File: config.mk
export PLATFORM = sky130hd
export DESIGN_NAME = raster_timing
export DESIGN_NICKNAME = d
export VERILOG_FILES = /design/src/rtl/raster_pkg.sv /design/src/rtl/rt_hcount.sv /design/src/rtl/rt_vcount.sv /design/src/rtl/rt_addr.sv /design/src/rtl/rt_regs.sv /design/src/rtl/raster_timing.sv
export SDC_FILE = /design/constraint.sdc
export NUM_CORES = 1
export LEC_CHECK = 0
export CAP_MARGIN = 20
export CORE_ASPECT_RATIO = 1.4
export CORE_MARGIN = 5
export CORE_UTILIZATION = 40
export CTS_BUF_LIST = sky130_fd_sc_hd__clkbuf_4 sky130_fd_sc_hd__clkbuf_8 sky130_fd_sc_hd__clkbuf_16
export CTS_CLUSTER_SIZE = 30
export DETAILED_ROUTE_END_ITERATION = 16
export DONT_BUFFER_PORTS = 1
export SLEW_MARGIN = 25
export SYNTH_ARGS = -nofsm -noshare
export SYNTH_HDL_FRONTEND = slang
export SYNTH_HIERARCHICAL = 1
export SYNTH_SLANG_ARGS = --single-unit
File: constraint.sdc
create_clock -name clk -period 12.4 [get_ports clk]
set_input_delay 1.86 -clock clk [delete_from_list [all_inputs] [get_ports clk]]
set_output_delay 1.86 -clock clk [all_outputs]
set_load 0.02 [all_outputs]
File: src/rtl/raster_pkg.sv
package raster_pkg;

  // Register addresses decoded by the write port.
  localparam logic [3:0] RA_HTOT   = 4'd0;
  localparam logic [3:0] RA_HBSTRT = 4'd1;
  localparam logic [3:0] RA_HBEND  = 4'd2;
  localparam logic [3:0] RA_HSEND  = 4'd3;
  localparam logic [3:0] RA_VPER   = 4'd4;
  localparam logic [3:0] RA_VBSTRT = 4'd5;
  localparam logic [3:0] RA_VBEND  = 4'd6;
  localparam logic [3:0] RA_VSEND  = 4'd7;
  localparam logic [3:0] RA_CTRL   = 4'd8;
  localparam logic [3:0] RA_PITCH  = 4'd9;
  localparam logic [3:0] RA_XOFF   = 4'd10;
  localparam logic [3:0] RA_YOFF   = 4'd11;
  localparam logic [3:0] RA_DEPTH  = 4'd12;

  // Control register bit positions.
  localparam int CB_VS_LO   = 0;
  localparam int CB_VS_HI   = 1;
  localparam int CB_HS_LO   = 4;
  localparam int CB_HS_HI   = 5;
  localparam int CB_FBLANK  = 10;

  localparam logic [15:0] CTRL_RESET = 16'h0033;

  // Alignment of the frame start address, in address bits.
  localparam int ALIGN_BITS = 5;

endpackage

File: src/rtl/rt_hcount.sv
module rt_hcount #(
  parameter int HW = 12
) (
  input  logic          clk,
  input  logic          rst,
  input  logic [HW-1:0] htot,
  output logic [HW-1:0] hc,
  output logic          line_end
);

  logic [HW:0] last_unit;

  assign last_unit = {1'b0, htot} + (HW+1)'(1);
  assign line_end  = ({1'b0, hc} >= last_unit);

  always_ff @(posedge clk) begin
    if (rst)
      hc <= '0;
    else if (line_end)
      hc <= '0;
    else
      hc <= hc + HW'(1);
  end

  AST_H_WRAP: assert property (@(posedge clk) disable iff (rst)
    line_end |=> (hc == '0));

  AST_H_STEP: assert property (@(posedge clk) disable iff (rst)
    !line_end |=> (hc == $past(hc) + HW'(1)));

endmodule

File: src/rtl/rt_vcount.sv
module rt_vcount #(
  parameter int VW = 12
) (
  input  logic          clk,
  input  logic          rst,
  input  logic          line_end,
  input  logic [VW-1:0] vper,
  output logic [VW-1:0] vc,
  output logic          last_line,
  output logic          frame_edge
);

  logic [VW:0] vc_next_line;

  assign vc_next_line = {1'b0, vc} + (VW+1)'(2);
  assign last_line    = (vc_next_line >= {1'b0, vper});
  assign frame_edge   = line_end && last_line;

  always_ff @(posedge clk) begin
    if (rst)
      vc <= '0;
    else if (frame_edge)
      vc <= '0;
    else if (line_end)
      vc <= vc + VW'(2);
  end

  AST_V_EVEN: assert property (@(posedge clk) disable iff (rst)
    vc[0] == 1'b0);

  AST_V_HOLD: assert property (@(posedge clk) disable iff (rst)
    !line_end |=> $stable(vc));

  AST_V_WRAP: assert property (@(posedge clk) disable iff (rst)
    frame_edge |=> (vc == '0));

endmodule

File: src/rtl/rt_addr.sv
module rt_addr #(
  parameter int PW = 16,
  parameter int OW = 12,
  parameter int AW = 28
) (
  input  logic [PW-1:0] pitch,
  input  logic [OW-1:0] xoff,
  input  logic [OW-1:0] yoff,
  input  logic [1:0]    depth,
  output logic [AW-1:0] addr
);
  import raster_pkg::*;

  localparam int ALIGN_MAX = (1 << ALIGN_BITS) - 1;

  logic [1:0]    shift;
  logic [AW-1:0] step_mask;
  logic [AW-1:0] x_round;
  logic [AW-1:0] x_bytes;
  logic [AW-1:0] pitch_al;
  logic [AW-1:0] row_bytes;

  always_comb begin
    shift     = (depth == 2'd3) ? 2'd2 : depth;
    step_mask = AW'(ALIGN_MAX) >> shift;
    x_round   = (AW'(xoff) + step_mask) & ~step_mask;
    x_bytes   = x_round << shift;
    pitch_al  = AW'(pitch) & ~AW'(ALIGN_MAX);
    row_bytes = AW'(yoff) * pitch_al;
    addr      = row_bytes + x_bytes;
  end

endmodule

File: src/rtl/rt_regs.sv
module rt_regs #(
  parameter int          HW       = 12,
  parameter int          VW       = 12,
  parameter int          DW       = 16,
  parameter int          PW       = 16,
  parameter int          OW       = 12,
  parameter int          AW       = 28,
  parameter logic [HW-1:0] DEF_HTOT = 10,
  parameter logic [HW-1:0] DEF_HBS  = 9,
  parameter logic [HW-1:0] DEF_HBE  = 2,
  parameter logic [HW-1:0] DEF_HSE  = 1,
  parameter logic [VW-1:0] DEF_VPER = 16,
  parameter logic [VW-1:0] DEF_VBS  = 12,
  parameter logic [VW-1:0] DEF_VBE  = 4,
  parameter logic [VW-1:0] DEF_VSE  = 2
) (
  input  logic          clk,
  input  logic          rst,
  input  logic          wr_en,
  input  logic [3:0]    wr_addr,
  input  logic [DW-1:0] wr_data,
  input  logic          frame_edge,
  input  logic [AW-1:0] addr_calc,
  output logic [HW-1:0] act_htot,
  output logic [HW-1:0] act_hbs,
  output logic [HW-1:0] act_hbe,
  output logic [HW-1:0] act_hse,
  output logic [VW-1:0] act_vper,
  output logic [VW-1:0] act_vbs,
  output logic [VW-1:0] act_vbe,
  output logic [VW-1:0] act_vse,
  output logic [DW-1:0] ctrl,
  output logic [PW-1:0] sh_pitch,
  output logic [OW-1:0] sh_xoff,
  output logic [OW-1:0] sh_yoff,
  output logic [1:0]    sh_depth,
  output logic [AW-1:0] act_addr
);
  import raster_pkg::*;

  localparam int NAXREG = 4;

  logic [HW-1:0] sh_h  [NAXREG];
  logic [HW-1:0] act_h [NAXREG];
  logic [VW-1:0] sh_v  [NAXREG];
  logic [VW-1:0] act_v [NAXREG];

  function automatic logic [HW-1:0] h_default(input int idx);
    case (idx)
      0:       return DEF_HTOT;
      1:       return DEF_HBS;
      2:       return DEF_HBE;
      default: return DEF_HSE;
    endcase
  endfunction

  function automatic logic [VW-1:0] v_default(input int idx);
    case (idx)
      0:       return DEF_VPER;
      1:       return DEF_VBS;
      2:       return DEF_VBE;
      default: return DEF_VSE;
    endcase
  endfunction

  // Horizontal group sits at addresses 0..3, vertical group at 4..7.
  for (genvar i = 0; i < NAXREG; i++) begin : g_axis
    logic hit_h;
    logic hit_v;
    assign hit_h = wr_en && (wr_addr == 4'(i));
    assign hit_v = wr_en && (wr_addr == 4'(i + NAXREG));

    always_ff @(posedge clk) begin
      if (rst) begin
        sh_h[i]  <= h_default(i);
        act_h[i] <= h_default(i);
        sh_v[i]  <= v_default(i);
        act_v[i] <= v_default(i);
      end else begin
        if (frame_edge) begin
          act_h[i] <= sh_h[i];
          act_v[i] <= sh_v[i];
        end
        if (hit_h) sh_h[i] <= wr_data[HW-1:0];
        if (hit_v) sh_v[i] <= wr_data[VW-1:0];
      end
    end
  end

  assign act_htot = act_h[0];
  assign act_hbs  = act_h[1];
  assign act_hbe  = act_h[2];
  assign act_hse  = act_h[3];
  assign act_vper = act_v[0];
  assign act_vbs  = act_v[1];
  assign act_vbe  = act_v[2];
  assign act_vse  = act_v[3];

  always_ff @(posedge clk) begin
    if (rst) begin
      ctrl     <= DW'(CTRL_RESET);
      sh_pitch <= '0;
      sh_xoff  <= '0;
      sh_yoff  <= '0;
      sh_depth <= '0;
      act_addr <= '0;
    end else begin
      if (frame_edge) act_addr <= addr_calc;
      if (wr_en) begin
        case (wr_addr)
          RA_CTRL:  ctrl     <= wr_data;
          RA_PITCH: sh_pitch <= wr_data[PW-1:0];
          RA_XOFF:  sh_xoff  <= wr_data[OW-1:0];
          RA_YOFF:  sh_yoff  <= wr_data[OW-1:0];
          RA_DEPTH: sh_depth <= wr_data[1:0];
          default:  ;
        endcase
      end
    end
  end

  AST_TIMING_HOLD: assert property (@(posedge clk) disable iff (rst)
    !frame_edge |=> ($stable(act_htot) && $stable(act_vper)));

  AST_ADDR_HOLD: assert property (@(posedge clk) disable iff (rst)
    !frame_edge |=> $stable(act_addr));

  AST_ADDR_ALIGNED: assert property (@(posedge clk) disable iff (rst)
    act_addr[ALIGN_BITS-1:0] == '0);

endmodule

File: src/rtl/raster_timing.sv
module raster_timing #(
  parameter int          HW       = 12,
  parameter int          VW       = 12,
  parameter int          DW       = 16,
  parameter int          PW       = 16,
  parameter int          OW       = 12,
  parameter int          AW       = 28,
  parameter logic [HW-1:0] DEF_HTOT = 10,
  parameter logic [HW-1:0] DEF_HBS  = 9,
  parameter logic [HW-1:0] DEF_HBE  = 2,
  parameter logic [HW-1:0] DEF_HSE  = 1,
  parameter logic [VW-1:0] DEF_VPER = 16,
  parameter logic [VW-1:0] DEF_VBS  = 12,
  parameter logic [VW-1:0] DEF_VBE  = 4,
  parameter logic [VW-1:0] DEF_VSE  = 2
) (
  input  logic          clk,
  input  logic          rst,
  input  logic          wr_en,
  input  logic [3:0]    wr_addr,
  input  logic [DW-1:0] wr_data,
  output logic          hsync,
  output logic          vsync,
  output logic          blank,
  output logic          frame_start,
  output logic [AW-1:0] start_addr
);
  import raster_pkg::*;

  logic [HW-1:0] act_htot, act_hbs, act_hbe, act_hse;
  logic [VW-1:0] act_vper, act_vbs, act_vbe, act_vse;
  logic [DW-1:0] ctrl;
  logic [PW-1:0] sh_pitch;
  logic [OW-1:0] sh_xoff, sh_yoff;
  logic [1:0]    sh_depth;
  logic [AW-1:0] addr_calc;
  logic [HW-1:0] hc;
  logic [VW-1:0] vc;
  logic          line_end, last_line, frame_edge;
  logic          hs_raw, vs_raw, h_act, v_act;
  logic          hs_gate, vs_gate;

  rt_regs #(
    .HW(HW), .VW(VW), .DW(DW), .PW(PW), .OW(OW), .AW(AW),
    .DEF_HTOT(DEF_HTOT), .DEF_HBS(DEF_HBS), .DEF_HBE(DEF_HBE), .DEF_HSE(DEF_HSE),
    .DEF_VPER(DEF_VPER), .DEF_VBS(DEF_VBS), .DEF_VBE(DEF_VBE), .DEF_VSE(DEF_VSE)
  ) u_regs (
    .clk(clk), .rst(rst),
    .wr_en(wr_en), .wr_addr(wr_addr), .wr_data(wr_data),
    .frame_edge(frame_edge), .addr_calc(addr_calc),
    .act_htot(act_htot), .act_hbs(act_hbs), .act_hbe(act_hbe), .act_hse(act_hse),
    .act_vper(act_vper), .act_vbs(act_vbs), .act_vbe(act_vbe), .act_vse(act_vse),
    .ctrl(ctrl), .sh_pitch(sh_pitch), .sh_xoff(sh_xoff), .sh_yoff(sh_yoff),
    .sh_depth(sh_depth), .act_addr(start_addr)
  );

  rt_addr #(.PW(PW), .OW(OW), .AW(AW)) u_addr (
    .pitch(sh_pitch), .xoff(sh_xoff), .yoff(sh_yoff), .depth(sh_depth),
    .addr(addr_calc)
  );

  rt_hcount #(.HW(HW)) u_hcnt (
    .clk(clk), .rst(rst), .htot(act_htot), .hc(hc), .line_end(line_end)
  );

  rt_vcount #(.VW(VW)) u_vcnt (
    .clk(clk), .rst(rst), .line_end(line_end), .vper(act_vper),
    .vc(vc), .last_line(last_line), .frame_edge(frame_edge)
  );

  always_comb begin
    // Sync pulses start at the last position and wrap past zero.
    hs_raw  = line_end  || (hc < act_hse);
    vs_raw  = last_line || (vc < act_vse);
    h_act   = (hc >= act_hbe) && (hc < act_hbs);
    v_act   = (vc >= act_vbe) && (vc < act_vbs);
    hs_gate = ctrl[CB_HS_HI] && ctrl[CB_HS_LO];
    vs_gate = ctrl[CB_VS_HI] && ctrl[CB_VS_LO];
    hsync       = hs_raw && hs_gate;
    vsync       = vs_raw && vs_gate;
    blank       = ctrl[CB_FBLANK] || !(h_act && v_act);
    frame_start = (hc == '0) && (vc == '0);
  end

  AST_FORCE_BLANK: assert property (@(posedge clk) disable iff (rst)
    ctrl[CB_FBLANK] |-> blank);

  AST_HS_GATED: assert property (@(posedge clk) disable iff (rst)
    !(ctrl[CB_HS_HI] && ctrl[CB_HS_LO]) |-> !hsync);

  AST_VS_GATED: assert property (@(posedge clk) disable iff (rst)
    !(ctrl[CB_VS_HI] && ctrl[CB_VS_LO]) |-> !vsync);

  AST_FS_AFTER_EDGE: assert property (@(posedge clk) disable iff (rst)
    frame_edge |=> frame_start);

endmodule

* After elaboration in Yosys (flattened, before gate mapping)
Memory sizes are Yosys's and may differ from the RTL's. Index checks and enable logic that the tools add are counted.
Word-level totals: memories 4, logic and storage cells 137, flip-flop bits (word level) 105, bits in writable memories 192, latch bits 0, output and inout bits 32, input port bits 23, memory bits (read-only) 0
Cells by class: multiply operators 1, magnitude comparators 8, shift operators 2, bitwise logic cells 18, reduce and logical (&&, ||, !) cells 31, mux-type cells 46, div/mod/pow operators 0, equality and inequality tests 13, add/sub/neg operators 6
Memories:
- u_regs.act_h | depth 4, width 12, rd ports 4, clocked after memory_dff 0, write ports 4, RTL line rt_regs.sv:44 | logic [HW-1:0] act_h [NAXREG];
- u_regs.act_v | depth 4, width 12, rd ports 4, clocked after memory_dff 0, write ports 4, RTL line rt_regs.sv:46 | logic [VW-1:0] act_v [NAXREG];
- u_regs.sh_h | depth 4, width 12, rd ports 4, clocked after memory_dff 0, write ports 4, RTL line rt_regs.sv:43 | logic [HW-1:0] sh_h [NAXREG];
- u_regs.sh_v | depth 4, width 12, rd ports 4, clocked after memory_dff 0, write ports 4, RTL line rt_regs.sv:45 | logic [VW-1:0] sh_v [NAXREG];
Operator list (number):
- $mux 12 | 16
- $lt 12x12->1 | 4
- $mux 1 | 29
- $add 12x28->28 | 1
- $add 28x28->28 | 1
- $and 28x28->28 | 1
- $not 28->28 | 1
- $shl 28x2->28 | 1
- $shr 5x2->28 const A | 1
- $ge 12x12->1 | 2
- $logic_not 12->1 | 2
- $mul 12x11->23 | 1
- $eq 4x4->1 const B | 5
- $logic_and 1x1->1 | 17
- $eq 4x3->1 const B | 4
- $or 1x1->1 | 16
- $add 12x1->13 const B | 1
- $add 12x2->13 const B | 1
- $ge 12x13->1 | 1
- $ge 13x12->1 | 1
- $add 12x1->12 const B | 1
- $add 12x2->12 const B | 1
- $reduce_and 2->1 | 5
- $eq 4x2->1 const B | 2
- other kinds (7) | 10

* Depth between registers and ports, before layout
An unclocked memory read counts as a cell.
word-level depth 8, gate-level depth with buffers 28, gate-level depth less buffers 27

* By module
Netlist, hierarchy kept.
By module, submodules not included:
- rt_regs | seq. area each 7487.2 µm², cells an instance 733, times used 1, area each 10568.9 µm²
- rt_addr | seq. area each 0.0 µm², cells an instance 706, times used 1, area each 5709.2 µm²
- raster_timing | seq. area each 0.0 µm², cells an instance 247, times used 1, area each 1764.2 µm²
- rt_vcount | seq. area each 220.2 µm², cells an instance 143, times used 1, area each 1068.5 µm²
- rt_hcount | seq. area each 240.2 µm², cells an instance 115, times used 1, area each 991.0 µm²

* Least setup slack after synthesis
Ideal clock, no wire load.
path kind reg-to-reg, from register u_regs.sh_pitch[9], to register u_regs.act_addr[27], data required time 12272 ps, setup time 128 ps, slack 6565 ps, arrival 5707 ps, clock period less this slack 5835 ps, stages on the path, launching flop included 25, path buffers 1, path through dfxtp_1 > clkbuf_1 > nand2_1 > fa_1 > fa_1 > inv_1 > ha_1 > fa_1 > inv_1 > fa_1 > inv_1 > ha_1 > a21oi_1 > nand2_1 > a21o_1 > a21oi_1 > xnor2_1 > ha_1 > and3_1 > a211oi_1 > nor2_1 > nand4_1 > xnor2_1 > mux2i_1 > nor2_1
Between the ends: longest elaborated chain between the ends 2
Ends and longest elaborated chain:
- from (decl) | RTL line rt_regs.sv:33 | output logic [PW-1:0] sh_pitch,
- from (signal assigned) | RTL line rt_regs.sv:112 | RA_PITCH: sh_pitch <= wr_data[PW-1:0];
- $mul 12x11->23 | RTL line rt_addr.sv:29 | row_bytes = AW'(yoff) * pitch_al;
- $add 28x28->28 | RTL line rt_addr.sv:30 | addr = row_bytes + x_bytes;
- via addr_calc[27] | RTL line raster_timing.sv:36 | logic [AW-1:0] addr_calc;
- to (signal assigned) | RTL line rt_regs.sv:108 | if (frame_edge) act_addr <= addr_calc;
- to (decl) | RTL line rt_regs.sv:37 | output logic [AW-1:0] act_addr
The timed path passes the listed nets, and every way through them passes these cells. A chain may end at the register's enable or synchronous reset.

* Worst setup path in the final report
Same ends and word-level chain as after synthesis.

==> metrics <==
GPL Wtd Cong=0.819; die height=271 um; IO Pins=55; Crit Path Max Fanout=13; crit path buf inv count=3; nature of the critical path startpoint=flop; crit path from=u_regs/sh_pitch[9]$_SDFFE_PP0P_; synthesized cell area=19500 um^2; DRC viols=0; Tcrit/Tclk final=52.6%; LEAKAGE=9.09 nW; htree depth=1; Die Span X=197 um; total of max-cap violations=0; HPWL Detailed=32700 um; commonest non-fill, non-tap cell in the layout=and2_1; outcome=finished, final reports clean; Post CTS Setup Buffer Count=0; DRT met1 WL=16900 um; Worst Min Path Start=u_regs/sh_h[1][3]$_SDFFCE_PN1P_; dpl cell area=20000 um^2; Post-CTS Hold Buffers=0; drt pass-1 iters=7; Crit Path Category=flop to flop; P&R area growth vs syn=7.08%; DRT antenna net count=0; Placeable Area=48100 um^2; PostCTS Resize Cnt=0; Final setup viols=0; Slew Viols, Final=0; root buffer cell=clkbuf_16; GRT Util Overall=16.5%; first-pass GRT wire length=70900 um; DR vias/cell=5.12; RSZ-0062 raised after global routing=false; Starting Density=40.6%; design area=20900 um^2; Max VDD drop=0.0806 mV; Power Density=97.0 nW/um^2; WHS=0.478 ns; Die ar.=53400 um^2; initial antenna violation count=2; fmax=153 MHz; grt total ovfl=0; Final TNS setup=0 ns; clock network latency to the later pin of the worst-skew pair=0.56 ns; met3 WL=1980 um; largest net degree at the start of global routing=109; Clock Sinks=285; deepest clock path buffer count=3; share of post-route cells with drive strength above 1=5.76%; post-layout min period=6.53 ns; Hold Path Class=flop to flop; Slowest-stage cell, CP=dfxtp_1; routed len/inst=17.6 um; Most Frequent Cell on Critical Path=fa_1; Max stage delay on crit path=0.67 ns; TritonCTS Buffers=28; row cnt=95; max layer used=met4; CP cell instances=nand2_1, fa_1, fa_1, inv_1, ha_1, fa_1, inv_1, fa_1, inv_1, ha_1, a21oi_1, nand2_1, a21o_1, a21oi_1, xnor2_1, ha_1, and3_1, a211oi_1, nor2_1, nand4_1, xnor2_1, mux2i_1, nor2_1; Worst path top cell family by delay=adder cells; Reg clk slew, reported paths=0.06 ns; Hold Vio Cnt, Final=0; Initial DRC Count=494; I/O Buffers=0; most frequent cells in the layout=and2_1 (246), inv_1 (211), edfxtp_1 (192), ha_1 (169), nand2_1 (125); vias in the first global route=13100; ant diodes=0; Req. time, crit path=12.90 ns; Routed Wire Length=44100 um; Max-Slew Margin vs Limit=31.7%; Synth Warn #=6; WL met2=23600 um; syn_area_per_cell=10.3 um^2; Nets=2135; Synth Instances=1896; Clock Skews=0.0262 ns; crit path DAT=7.02 ns; routed vias=12800; Slew @ Worst Pin=1.02 ns; CP Capture Type=flop; CTS tree=yes; reg2reg start=u_regs/sh_pitch[9]$_SDFFE_PP0P_
[registers in the layout (all words and copies together) (netlist names)]
signal / cells
u_regs/act_h: 48
u_regs/act_v: 48
u_regs/sh_h: 48
u_regs/sh_v: 48
u_regs/act_addr: 28
u_hcnt/hc: 12
u_regs/sh_xoff: 12
u_regs/sh_yoff: 12
u_regs/sh_pitch: 11
u_vcnt/vc: 11
u_regs/ctrl: 5
u_regs/sh_depth: 2
[power breakdown]
group	switching (mW)	total [mW]	internal (mW)	leakage, nW
logic	0.0604	0.102	0.0413	5.99
clock network	0.351	0.854	0.503	0.472
registers	0.0252	1.07	1.05	2.63
total	0.437	2.03	1.59	9.09
[layout make-up]
class | instances | area, um^2
multi-input combinational | 1322 | 10700
tap | 630 | 788
fill | 4511 | 27200
sequential | 285 | 7630
clock inverter | 10 | 116
clock buffer | 41 | 823
timing repair buffer | 3 | 22.5
inverter | 213 | 800
[final timing paths]
path,endpoint,slack (ns),depth (start not counted)
min reg2reg,u_regs/act_h[1][3]$_SDFFCE_PN1P_,0.48,1
max,u_regs/act_addr[27]$_SDFFE_PP0P_,5.87,23
min,u_regs/act_h[1][3]$_SDFFCE_PN1P_,0.48,1
max reg2reg,u_regs/act_addr[27]$_SDFFE_PP0P_,5.87,23
[per-layer routing]
metal	GRT usage (%)	up-vias
li1	-	6295
met1	18.5	6176
met2	31.1	249
met3	2.64	93
met4	6.22	0
met5	0	-
[per-stage QoR]
stage / setup slack [ns] / total power, mW / instances / utilization, %
2_1_floorplan: 6.56 / 1.17 / 1901 / -
3_3_place_gp: 6.10 / 1.19 / 2453 / 41.5
3_5_place_dp: 5.97 / 1.20 / 2453 / 41.5
4_1_cts: 5.90 / 2.05 / 2504 / 43.4
5_1_grt: 5.41 / 2.11 / 2504 / 43.4
6_report: 5.87 / 2.03 / 2504 / 43.4
No activity file was read; power rests on OpenSTA's default activity.
